===== src/rtl/rwsw_pkg.sv =====
package rwsw_pkg;

    localparam logic [1:0] WID_BAD   = 2'b00;
    localparam logic [1:0] WID_ONE   = 2'b01;
    localparam logic [1:0] WID_TWO   = 2'b10;
    localparam logic [1:0] WID_THREE = 2'b11;

    localparam logic [1:0] MODE_NORMAL = 2'b00;
    localparam logic [1:0] MODE_INTEST = 2'b01;
    localparam logic [1:0] MODE_EXTEST = 2'b10;

    localparam int OH_NORMAL = 0;
    localparam int OH_INTEST = 1;
    localparam int OH_EXTEST = 2;

    typedef struct packed {
        logic [1:0] width;
        logic [2:0] mode_oh;
        logic       err;
    } cfg_t;

    // select for the two longer chain multiplexers
    function automatic logic [1:0] sel_long(input logic [1:0] w);
        case (w)
            WID_ONE: sel_long = 2'b00;
            WID_TWO: sel_long = 2'b01;
            default: sel_long = 2'b10;
        endcase
    endfunction

    // select for the shortest chain multiplexer
    function automatic logic sel_short(input logic [1:0] w);
        sel_short = (w == WID_THREE);
    endfunction

endpackage


===== src/rtl/rwsw_cfg.sv =====
module rwsw_cfg
    import rwsw_pkg::*;
(
    input  logic       clk,
    input  logic       rst_n,
    input  logic       shift_en_i,
    input  logic [1:0] width_i,
    input  logic [1:0] mode_i,
    output logic [1:0] width_o,
    output logic [2:0] mode_oh_o,
    output logic       err_o
);

    cfg_t cfg_d, cfg_q;

    always_comb begin
        cfg_d = cfg_q;
        if (!shift_en_i) begin
            cfg_d.err = (width_i == WID_BAD);
            if (width_i != WID_BAD) begin
                cfg_d.width = width_i;
            end
            case (mode_i)
                MODE_NORMAL: cfg_d.mode_oh = 3'b001;
                MODE_INTEST: cfg_d.mode_oh = 3'b010;
                MODE_EXTEST: cfg_d.mode_oh = 3'b100;
                default:     cfg_d.mode_oh = cfg_q.mode_oh;
            endcase
        end
    end

    always_ff @(posedge clk or negedge rst_n) begin
        if (!rst_n) begin
            cfg_q <= '{width: WID_ONE, mode_oh: 3'b001, err: 1'b0};
        end else begin
            cfg_q <= cfg_d;
        end
    end

    assign width_o   = cfg_q.width;
    assign mode_oh_o = cfg_q.mode_oh;
    assign err_o     = cfg_q.err;

endmodule


===== src/rtl/rwsw_chain.sv =====
module rwsw_chain #(
    parameter int LEN = 4
) (
    input  logic           clk,
    input  logic           rst_n,
    input  logic           shift_i,
    input  logic           load_i,
    input  logic           scan_in_i,
    input  logic [LEN-1:0] par_i,
    output logic [LEN-1:0] bits_o,
    output logic           tail_o
);

    logic [LEN-1:0] bits_d, bits_q;

    always_comb begin
        bits_d = bits_q;
        if (shift_i) begin
            if (LEN > 1) begin
                bits_d = {bits_q[LEN-2:0], scan_in_i};
            end else begin
                bits_d = scan_in_i;
            end
        end else if (load_i) begin
            bits_d = par_i;
        end
    end

    always_ff @(posedge clk or negedge rst_n) begin
        if (!rst_n) begin
            bits_q <= '0;
        end else begin
            bits_q <= bits_d;
        end
    end

    assign bits_o = bits_q;
    assign tail_o = bits_q[LEN-1];

endmodule


===== src/rtl/rwsw_route.sv =====
module rwsw_route
    import rwsw_pkg::*;
(
    input  logic [1:0] width_i,
    input  logic       intest_i,
    input  logic [2:0] tam_i,
    input  logic [2:0] tail_i,
    output logic [2:0] scan_in_o,
    output logic [2:0] tam_o
);

    logic [1:0] sel_mid;
    logic       sel_last;
    logic [2:0] wires;

    always_comb begin
        sel_mid  = sel_long(width_i);
        sel_last = sel_short(width_i);

        // longest chain: every width maps its input to wire 0
        scan_in_o[0] = tam_i[0];
        scan_in_o[1] = (sel_mid == 2'b00) ? tail_i[0] : tam_i[1];
        scan_in_o[2] = sel_last ? tam_i[2] : tail_i[1];

        case (width_i)
            WID_ONE:   wires = {2'b00, tail_i[2]};
            WID_TWO:   wires = {1'b0, tail_i[2], tail_i[0]};
            WID_THREE: wires = tail_i;
            default:   wires = 3'b000;
        endcase
        tam_o = intest_i ? wires : 3'b000;
    end

endmodule


===== src/rtl/rwsw_top.sv =====
module rwsw_top
    import rwsw_pkg::*;
#(
    parameter int LEN_A = 10,
    parameter int LEN_B = 5,
    parameter int LEN_C = 4
) (
    input  logic                         clk,
    input  logic                         rst_n,
    input  logic [1:0]                   mode_i,
    input  logic [1:0]                   width_i,
    input  logic                         shift_en_i,
    input  logic                         capture_i,
    input  logic [LEN_A+LEN_B+LEN_C-1:0] func_i,
    input  logic [2:0]                   tam_i,
    output logic [2:0]                   tam_o,
    output logic [2:0]                   wmode_o,
    output logic                         cfg_err_o
);

    localparam int TOTAL = LEN_A + LEN_B + LEN_C;
    localparam int N_CH  = 3;

    function automatic int ch_len(input int k);
        ch_len = (k == 0) ? LEN_A : (k == 1) ? LEN_B : LEN_C;
    endfunction

    function automatic int ch_off(input int k);
        ch_off = (k == 0) ? 0 : (k == 1) ? LEN_A : LEN_A + LEN_B;
    endfunction

    logic [1:0]       cur_width;
    logic [2:0]       mode_oh;
    logic             do_shift;
    logic             do_load;
    logic [N_CH-1:0]  scan_in;
    logic [N_CH-1:0]  tails;
    logic [TOTAL-1:0] chain_q;

    rwsw_cfg u_cfg (
        .clk        (clk),
        .rst_n      (rst_n),
        .shift_en_i (shift_en_i),
        .width_i    (width_i),
        .mode_i     (mode_i),
        .width_o    (cur_width),
        .mode_oh_o  (mode_oh),
        .err_o      (cfg_err_o)
    );

    assign do_shift = shift_en_i & mode_oh[OH_INTEST];
    assign do_load  = ~shift_en_i & capture_i
                    & (mode_oh[OH_NORMAL] | mode_oh[OH_INTEST]);

    for (genvar k = 0; k < N_CH; k++) begin : g_chain
        localparam int L = ch_len(k);
        localparam int O = ch_off(k);
        rwsw_chain #(.LEN(L)) u_chain (
            .clk       (clk),
            .rst_n     (rst_n),
            .shift_i   (do_shift),
            .load_i    (do_load),
            .scan_in_i (scan_in[k]),
            .par_i     (func_i[O +: L]),
            .bits_o    (chain_q[O +: L]),
            .tail_o    (tails[k])
        );
    end

    rwsw_route u_route (
        .width_i   (cur_width),
        .intest_i  (mode_oh[OH_INTEST]),
        .tam_i     (tam_i),
        .tail_i    (tails),
        .scan_in_o (scan_in),
        .tam_o     (tam_o)
    );

    assign wmode_o = mode_oh;

endmodule


===== config.mk =====
export PLATFORM = sky130hd
export DESIGN_NAME = rwsw_top
export DESIGN_NICKNAME = d
export VERILOG_FILES = /design/src/rtl/rwsw_pkg.sv /design/src/rtl/rwsw_cfg.sv /design/src/rtl/rwsw_chain.sv /design/src/rtl/rwsw_route.sv /design/src/rtl/rwsw_top.sv
export SDC_FILE = /design/constraint.sdc
export NUM_CORES = 1
export LEC_CHECK = 0
export ABC_AREA = 1
export BUFFER_PORTS_ARGS = -buffer_cell sky130_fd_sc_hd__buf_2
export CORE_ASPECT_RATIO = 1.5
export CORE_MARGIN = 4
export CORE_UTILIZATION = 53
export CTS_BUF_LIST = sky130_fd_sc_hd__clkbuf_8
export DETAILED_ROUTE_END_ITERATION = 16
export PLACE_DENSITY = 0.8
export SKIP_CTS_REPAIR_TIMING = 1
export SLEW_MARGIN = 10
export SYNTH_ARGS = -nofsm -noshare
export SYNTH_HDL_FRONTEND = slang
export SYNTH_SLANG_ARGS = --single-unit

===== constraint.sdc =====
create_clock -name clk -period 3.15 [get_ports clk]
set_clock_uncertainty 0.1 [all_clocks]
set_input_delay 0.315 -clock clk [delete_from_list [all_inputs] [get_ports clk]]
set_output_delay 0.315 -clock clk [all_outputs]
set_load 0.02 [all_outputs]

### Word-level counts from Yosys, hierarchy flattened

Cells that the tools add are included.

| operators by class | value |
|---|---|
| equality and inequality tests | 5 |
| muxes and demuxes | 12 |
| bitwise gates (word level) | 5 |
| reduce and logical (&&, ||, !) cells | 8 |

Operators with widths:

| cell | number |
|---|---|
| $mux W10 | 2 |
| $pmux W3 S3 | 2 |
| $mux W5 | 2 |
| $mux W4 | 2 |
| $eq A2 B2 Y1 const B | 3 |
| $logic_not A2 Y1 | 3 |
| $eq A2 B1 Y1 const B | 2 |
| $pmux W2 S2 | 1 |
| $reduce_and A2 Y1 | 2 |
| $reduce_bool A2 Y1 | 2 |
| $and A1 B1 Y1 | 3 |
| $mux W3 | 1 |
| $reduce_bool A3 Y1 | 1 |
| $mux W1 | 2 |
| $not A1 Y1 | 1 |
| $or A1 B1 Y1 | 1 |

| word-level totals | value |
|---|---|
| bits in registers | 25 |
| input port bits | 30 |
| output and inout port bits | 7 |
| word-level logic and storage cells | 36 |

### Longest topological paths before layout

Gate-level depths: netlist of the first run.

| depth | value |
|---|---|
| depth after elaboration | 5 |
| gate-level depth with buffers | 8 |
| mapped depth without buffers | 7 |

### Hierarchy

Synthesis of the first run repeated with hierarchy kept, for this count alone.

| unflattened totals | value |
|---|---|
| cell total of the unflattened synthesis | 187 |
| area total of the unflattened synthesis | 1346.3 µm² |

By module, submodules not included:

| module | instances | cells an instance | area each (µm²) | sequential area each (µm²) |
|---|---|---|---|---|
| rwsw_chain (g_chain[0].u_chain) | 1 | 68 | 499.2 | 250.2 |
| rwsw_cfg | 1 | 34 | 296.5 | 152.6 |
| rwsw_chain (g_chain[1].u_chain) | 1 | 31 | 239.0 | 125.1 |
| rwsw_chain (g_chain[2].u_chain) | 1 | 23 | 185.2 | 100.1 |
| rwsw_route | 1 | 25 | 103.8 | 0.0 |
| rwsw_top | 1 | 6 | 22.5 | 0.0 |

### Worst setup path after synthesis of the first run

Ideal clock, no wire load.

| timing | value |
|---|---|
| path type | reg-to-output |
| start | register u_cfg.cfg_q, in the netlist u_cfg.width_o[0] |
| end | output port tam_o[0] |
| data arrival time | 1.173 ns |
| required time | 2.735 ns |
| setup slack | 1.562 ns |
| stages on the path, launching flop included | 3 |
| path buffers | 0 |
| path through | dfstp_2 > nand2_1 > o31ai_1 |

| on the way | value |
|---|---|
| longest elaborated chain between the ends | 3 |
| elaborated cells between the ends (all ways) | 5 |
| those cells by class | eq/ne: 3; mux: 2 |

Ends and longest elaborated chain:

| item | RTL line | source |
|---|---|---|
| start, declared | rwsw_cfg.sv:14 | `cfg_t cfg_d, cfg_q;` |
| start signal, assigned | rwsw_cfg.sv:34 | `cfg_q <= '{width: WID_ONE, mode_oh: 3'b001, err: 1'b0};` |
| start signal, assigned | rwsw_cfg.sv:36 | `cfg_q <= cfg_d;` |
| $eq A2 B2 Y1 or $eq A2 B1 Y1 (tied branches) | rwsw_route.sv:25 | `case (width_i)` |
| $pmux W3 S3 (*) | rwsw_route.sv:25 |  |
| $mux W3 (*) | rwsw_route.sv:31 | `tam_o = intest_i ? wires : 3'b000;` |
| end, declared | rwsw_top.sv:16 | `output logic [2:0] tam_o,` |

Every way passes the cells marked *; elsewhere a longest branch is shown, timed or not.

### Worst setup path after layout of the first run

| timing | value |
|---|---|
| start | register u_cfg.cfg_q, in the netlist u_cfg.width_o[0] |
| end | output port tam_o[1] |

The elaborated chain is that of the path after synthesis.

==> parameters.txt, run 1 <==
Parameter                              Value

Status
  Run status ... finished, final reports clean

Pwr
  Leakage power ... 0.888 nW
  VDD IR max ... 341 uV
  P per Cell Area ... 543 mW/mm2
  Clock network fraction of total power ... 21.2%
  Internal cell power ... 588 uW
  Switching Fraction ... 33.9%
  Post-route total power ... 889 uW
  Net load switching power ... 302 uW
  Combinational Power Share ... 30.1%
  Relative contribution of sequential cells to total power ... 48.7%

Critical path
  Sort of element at the end of the critical path ... output port
  Number of buffers and inverters on the critical path ... 1
  Delay of the slowest critical-path stage ... 0.60 ns
  Worst endpoint data arrival time ... 1.37 ns
  Library cell contributing the largest single delay on the critical path ... dfstp_2
  Critical path's top delay family ... flip-flops
  Maximum fanout along the worst path ... 7
  CP Launch Type ... flop
  Critical Path, Cell by Cell ... o211ai_1 -> a21oi_1 -> buf_2
  Data required time of the critical path ... 2.73 ns
  Register-to-register path setup slack ... 1.52 ns
  Worst Path Class, Setup ... flop to output port

Die
  Die Width ... 50.3 um
  Top-Level Pins ... 37
  Initial Util ... 56.7%
  Placement Rows ... 22
  Die ar. ... 0.00359 mm2
  Vertical die dimension ... 71.4 um
  Core Area ... 0.00250 mm2

Layout
  Count of fill cells added during filler insertion ... 224
  Final #Nets ... 240
  P&R area growth vs syn ... 15.2%
  Ratio of cells with drive above 1 in the final layout ... 34.0%
  Total inserted antenna cells ... 0

Clocking
  Clk Tree Root Cell ... clkbuf_8
  H-tree levels ... 1
  Total clock buffers created by CTS ... 3
  Clock transition at path regs ... 0.09 ns
  Sinks on the clock net ... 25
  CTS tree ... done
  Worst skew pair latency ... 0.27 ns
  Max clock buf depth ... 2

STA
  Final period utilization ... 56.8%
  Number of failing hold endpoints at the final stage ... 0
  Crit path setup slack, layout ... 1.36 ns
  Summed negative setup slack over all endpoints ... 0 ns
  Max Clock Freq ... 559 MHz
  Final-layout worst hold slack ... 0.186 ns
  Setup Viol. Count Final ... 0
  Final critical path time including I/O delays and setup ... 1.79 ns
  Unrepaired setup endpoints after global routing ... false
  Transition time at the pin with the least slew margin ... 0.543 ns
  Max-slew headroom ... 63.8%
  Max-slew violation count ... 0

Synthesis
  Number of unique standard cell types used by synthesis ... 26
  Fraction of synthesized cell area in xor and xnor cells ... 0%
  Post-synthesis instance total ... 172
  Compound-Gate Fraction of Synth Area ... 18.9%
  Mean post-synth cell area ... 8.26 um2
  Area share of fa/ha/maj cells after synthesis ... 2.64%
  Dominant combinational cell family by area after synthesis ... simple AND/OR/NAND/NOR gates
  Post-synthesis instance area ... 0.00142 mm2
  Warnings, synthesis ... 0
  Portion of netlist area occupied by mux cells ... 1.59%
  Post-synth net total ... 205
  Fraction of the yosys area taken by sequential cells ... 44.2%
  Simple-Gate Fraction of Synth Area ... 20.7%
  Flip-flop and latch count after synthesis ... 25

Detailed routing
  Drt pass-1 iters ... 6
  Iteration-0 DRC count of the detailed router ... 45
  Number of nets with antenna violations after routing ... 0
  Total Wirelength ... 2920 um
  Avg Vias per Cell ... 4.96
  Number of vias after detailed routing ... 1,200
  Wirelength per Cell ... 12.1 um
  Residual DRC ... 0

Placed design
  Placed wire-length estimate ... 2180 um
  Worst slack after detailed placement ... 1.54 ns
  Number of buffers added on ports ... 36
  Routability cong. ... 0.784

Run
  Reported max-cap violation count ... 0

GRT
  Overall routing resource usage ... 17.0%
  Total congestion overflow ... 0
  Largest net degree at the start of global routing ... 36
  Vias in the first global route ... 1,221
  First-pass GRT wire length ... 4840 um
  Initial antenna violation count ... 0

Hold path
  Type of the tightest min-delay check ... input pin to flop
==> worst min-delay path: stages <==
cell and delay [ns]:
buf_2 0.08, nand2_1 0.06, o21ai_0 0.07
==> cell usage in the layout (no fill, tap or decap), types with 2 or more instances in the layout <==
master	count
dfstp_2	2
nand2_2	6
buf_2	36
clkbuf_8	3
nor2_1	7
mux2_2	2
o21ai_2	17
inv_1	26
o21ai_0	13
ha_1	3
nand2_1	48
nand3_1	5
dfrtp_1	23
o21ai_1	3
a21oi_1	3
==> kinds of logic after synthesis <==
| logic type | count (synthesis) |
|---|---|
| and+or+nand+nor | 69 |
| AOI/OAI and AO/OA | 39 |
| DFF | 25 |
| adders and majority gates | 3 |
| muxes | 2 |
| buffers and inverters | 34 |
==> cells in the mapped netlist <==
cell type  instances  area [um2]
or2_4              1        8.76
a22o_1             1        8.76
nand3_1            5        25.0
inv_6              1        8.76
nand2_1           48         180
buf_4              1        7.51
ha_1               3        37.5
dfstp_2            2        52.6
nor3_1             1        5.00
o31ai_1            1        7.51
inv_2              1        3.75
nand2_2            6        37.5
nand2_4            1        11.3
o21ai_2           17         149
buf_2              2        10.0
a21oi_1            3        15.0
o21ai_0           13        65.1
dfrtp_1           23         576
buf_6              1        11.3
nor2_1             7        26.3
mux2_2             2        22.5
o211ai_1           1        7.51
inv_1             25        93.8
clkbuf_2           1        5.00
o21ai_1            3        15.0
buf_8              2        30.0
==> layer usage <==
layer | track usage (%) | part of all wire [%] | vias up
met2 | 30.4 | 55 | 30
met3 | 1.87 | 4.0 | 6
li1 | - | - | 604
met1 | 20.2 | 39 | 560
met5 | 0 | 0 | -
met4 | 7.38 | 1.7 | 0
==> sequential cells by signal, summed over array words and instances, names as in the netlist <==
name                    count
u_cfg.err_o                 1
g_chain.u_chain.bits_o     19
u_cfg.mode_oh_o             3
u_cfg.width_o               2
==> path summary, 6_finish.rpt <==
| check | startpoint | end | cells after the start |
|---|---|---|---|
| worst min-delay path | width_i[1] | u_cfg.width_o[1] | 3 |
| max in group asynchronous | rst_n | u_cfg.mode_oh_o[0] | 2 |
| worst max-delay path | u_cfg.width_o[0] | tam_o[1] | 3 |
| min in group asynchronous | rst_n | g_chain[0].u_chain.bits_o[8] | 2 |
| worst min register to register | u_cfg.mode_oh_o[2] | u_cfg.mode_oh_o[2] | 1 |
| worst max register to register | u_cfg.mode_oh_o[1] | g_chain[2].u_chain.bits_o[0] | 6 |
==> through the flow <==
stage / area, um2 / cells / utilization (%)
after floorplan: 1420 / 172 / -
after global placement: 1580 / 237 / 63.1
after detailed placement: 1580 / 237 / 63.1
after CTS: 1630 / 241 / 64.9
after global routing: 1640 / 242 / 65.3
final: 1640 / 242 / 65.3
==> layout make-up <==
cell class	count	area, um2	area share, %
clock inverter	1	3.75	0.229
sequential	25	628	38.4
timing repair buffer	37	190	11.6
clock buffer	3	41.3	2.52
multi-input combinational	113	622	38.0
inverter	27	106	6.50
tap	36	45.0	2.75
==> power by group through the flow <==
stage          registers [mW]  logic [mW]  clock network [mW]
3_3_place_gp            0.436       0.255                   0
4_1_cts                 0.433       0.270               0.190
3_5_place_dp            0.439       0.268                   0
5_1_grt                 0.440       0.304               0.207
6_report                0.433       0.268               0.189
2_1_floorplan           0.437       0.212                   0
Power figures use the tool's default switching activity.
==> run 2: changes to the inputs <==
==> constraint.sdc (replaced) <==
create_clock -name clk -period 1.8 [get_ports clk]
set_clock_uncertainty 0.1 [all_clocks]
set_input_delay 0.18 -clock clk [delete_from_list [all_inputs] [get_ports clk]]
set_output_delay 0.18 -clock clk [all_outputs]
set_load 0.02 [all_outputs]
==> parameters.txt, run 2 (synthesis results as in run 1) <==
Parameter                              Value

Layout
  Final #Nets ... 241 (+0.42%)
  Commonest non-fill, non-tap cell in the layout ... nand2_1
  Count of fill cells added during filler insertion ... 232 (+3.6%)
  Area of all placed cells without fillers ... 0.00166 mm2 (+1.2%)
  P&R area growth vs syn ... 16.7%
  Footprint of the multi-input gates ... 622 um2 (unchanged)
  Commonest cells after routing, fill and taps aside ... nand2_1, buf_2, inv_1
  Flip-flop count of the largest register after layout ... 19 (unchanged)
  Ratio of cells with drive above 1 in the final layout ... 34.3% (+0.32 points)
  Sequential standard cell area ... 628 um2 (unchanged)
  Total inserted antenna cells ... 0 (unchanged)

Clocking
  H-tree levels ... 1 (unchanged)
  Total clock buffers created by CTS ... 3 (unchanged)
  Sinks on the clock net ... 25 (unchanged)
  CTS tree ... done
  Max clock buf depth ... 2 (unchanged)
  Worst skew pair latency ... 0.26 ns (about the same)
  Clk Tree Root Cell ... clkbuf_8
  Clock transition at path regs ... 0.08 ns (about the same)

Detailed routing
  Iteration-0 DRC count of the detailed router ... 20 (-56%)
  Drt pass-1 iters ... 4 (-2)
  Wirelength per Cell ... 11.1 um (-8.3%)
  Number of vias after detailed routing ... 1,169 (-2.6%)
  Total Wirelength ... 2690 um (-8.0%)
  Avg Vias per Cell ... 4.81 (-3.0%)
  Residual DRC ... 0 (unchanged)
  Number of nets with antenna violations after routing ... 0 (unchanged)

STA
  Max Clock Freq ... 626 MHz
  Unrepaired setup endpoints after global routing ... false
  Summed negative setup slack over all endpoints ... 0 ns (unchanged)
  Final-layout worst hold slack ... 0.0645 ns (-0.122 ns)
  Max-slew headroom ... 64.0% (+0.20 points)
  Number of failing hold endpoints at the final stage ... 0 (unchanged)
  Final critical path time including I/O delays and setup ... 1.60 ns
  Final period utilization ... 88.7%
  Max-slew violation count ... 0 (unchanged)
  Transition time at the pin with the least slew margin ... 0.540 ns (-0.00294 ns)
  Setup Viol. Count Final ... 0 (unchanged)

Pwr
  P per Cell Area ... 933 mW/mm2 (+72%)
  Net load switching power ... 513 uW (+70%)
  Leakage power ... 0.899 nW (+1.2%)
  Combinational Power Share ... 30.2% (about the same)
  Internal cell power ... 1.03 mW (+76%)
  Relative contribution of sequential cells to total power ... 49.0% (+0.3 points)
  Switching Fraction ... 33.2% (-0.73 points)
  Post-route total power ... 1.55 mW (+74%)
  Clock network fraction of total power ... 20.8% (-0.4 points)
  VDD IR max ... 876 uV (+160%)

Critical path
  Maximum fanout along the worst path ... 7 (unchanged)
  Worst endpoint data arrival time ... 1.32 ns (-0.05 ns)
  Data required time of the critical path ... 1.52 ns (-1.21 ns)
  Reg2Reg Launch Point ... u_cfg.mode_oh_o[1]
  Critical Path, Cell by Cell ... nand2_1 -> o31ai_1 -> buf_2
  Setup crit start ... u_cfg.width_o[0]
  Worst Path Class, Setup ... flop to output port
  Sort of element at the end of the critical path ... output port
  Register-to-register path setup slack ... 0.40 ns (-1.12 ns)
  CP Launch Type ... flop
  Delay of the slowest critical-path stage ... 0.59 ns (about the same)
  Library cell contributing the largest single delay on the critical path ... dfstp_2

Placed design
  Number of buffers added on ports ... 36 (unchanged)
  Routability cong. ... 0.821 (+4.8%)
  Total placed instance area ... 0.00160 mm2 (+1.3%)
  Placed wire-length estimate ... 2100 um (-3.7%)

Die
  Placement Rows ... 22 (unchanged)
  Top-Level Pins ... 37 (unchanged)
  Die ar. ... 0.00359 mm2 (unchanged)
  Core Area ... 0.00250 mm2 (unchanged)
  Die Width ... 50.3 um (unchanged)
  Vertical die dimension ... 71.4 um (unchanged)
  Initial Util ... 56.7% (unchanged)

GRT
  Total congestion overflow ... 0 (unchanged)
  Largest net degree at the start of global routing ... 36 (unchanged)
  Vias in the first global route ... 1,154 (-5.5%)
  Initial antenna violation count ... 0 (unchanged)
  Overall routing resource usage ... 17.0% (about the same)
  First-pass GRT wire length ... 4820 um (-0.56%)

Status
  Run status ... finished, final reports clean

Hold path
  Hold Startpoint ... width_i[1]
  Type of the tightest min-delay check ... input pin to flop

Run
  Reported max-cap violation count ... 0 (unchanged)
run 2: changes by cell type in the layout (fill, tap and decap cells not counted):
cell    before  now
buf_12       0    1
run 2: per-stage QoR:
| step | setup WS, ns | utilization [%] | instances |
|---|---|---|---|
| after CTS | 0.198 | 65.7 | 242 |
| final | 0.204 | 66.1 | 243 |
| after floorplan | 0.347 | - | 172 |
| after global routing | 0.0836 | 66.1 | 243 |
| after global placement | 0.487 | 63.9 | 238 |
| after detailed placement | 0.416 | 63.9 | 238 |
run 2: power by group through the flow:
stage,sequential [mW],combinational [mW],clock [mW]
after floorplan,0.764,0.370,0
after global placement,0.764,0.451,0
after global routing,0.777,0.530,0.368
after CTS,0.758,0.474,0.329
after detailed placement,0.767,0.473,0
final,0.757,0.467,0.322
run 2: worst max-delay path, delay by kind of cell (launching register included):
kind / cells / cell delay, ns
AOI/OAI and AO/OA: 1 / 0.17
buffers and inverters: 1 / 0.20
DFF: 1 / 0.59
and+or+nand+nor: 1 / 0.09
run 2: layer usage:
layer / GRT usage [%] / wire (um)
met1: 20.7 / 1100
met2: 29.4 / 1450
met3: 3.12 / 119
met4: 6.46 / 22
met5: 0 / 0
run 2: final timing paths:
| path | end | cells past startpoint |
|---|---|---|
| min | u_cfg.width_o[1] | 3 |
| max in group asynchronous | u_cfg.mode_oh_o[0] | 2 |
| max reg2reg | g_chain[0].u_chain.bits_o[9] | 6 |
| max | tam_o[0] | 3 |
| min in group asynchronous | g_chain[2].u_chain.bits_o[2] | 2 |
| min reg2reg | g_chain[2].u_chain.bits_o[0] | 2 |
run 2: area by class of cell:
| cell class | instances | share of cell area [%] |
|---|---|---|
| Tap cell | 36 | 2.72 |
| Multi-Input combinational cell | 113 | 37.5 |
| Clock inverter | 1 | 0.227 |
| Inverter | 27 | 6.42 |
| Sequential cell | 25 | 37.9 |
| Timing Repair Buffer | 38 | 12.7 |
| Clock buffer | 3 | 2.49 |
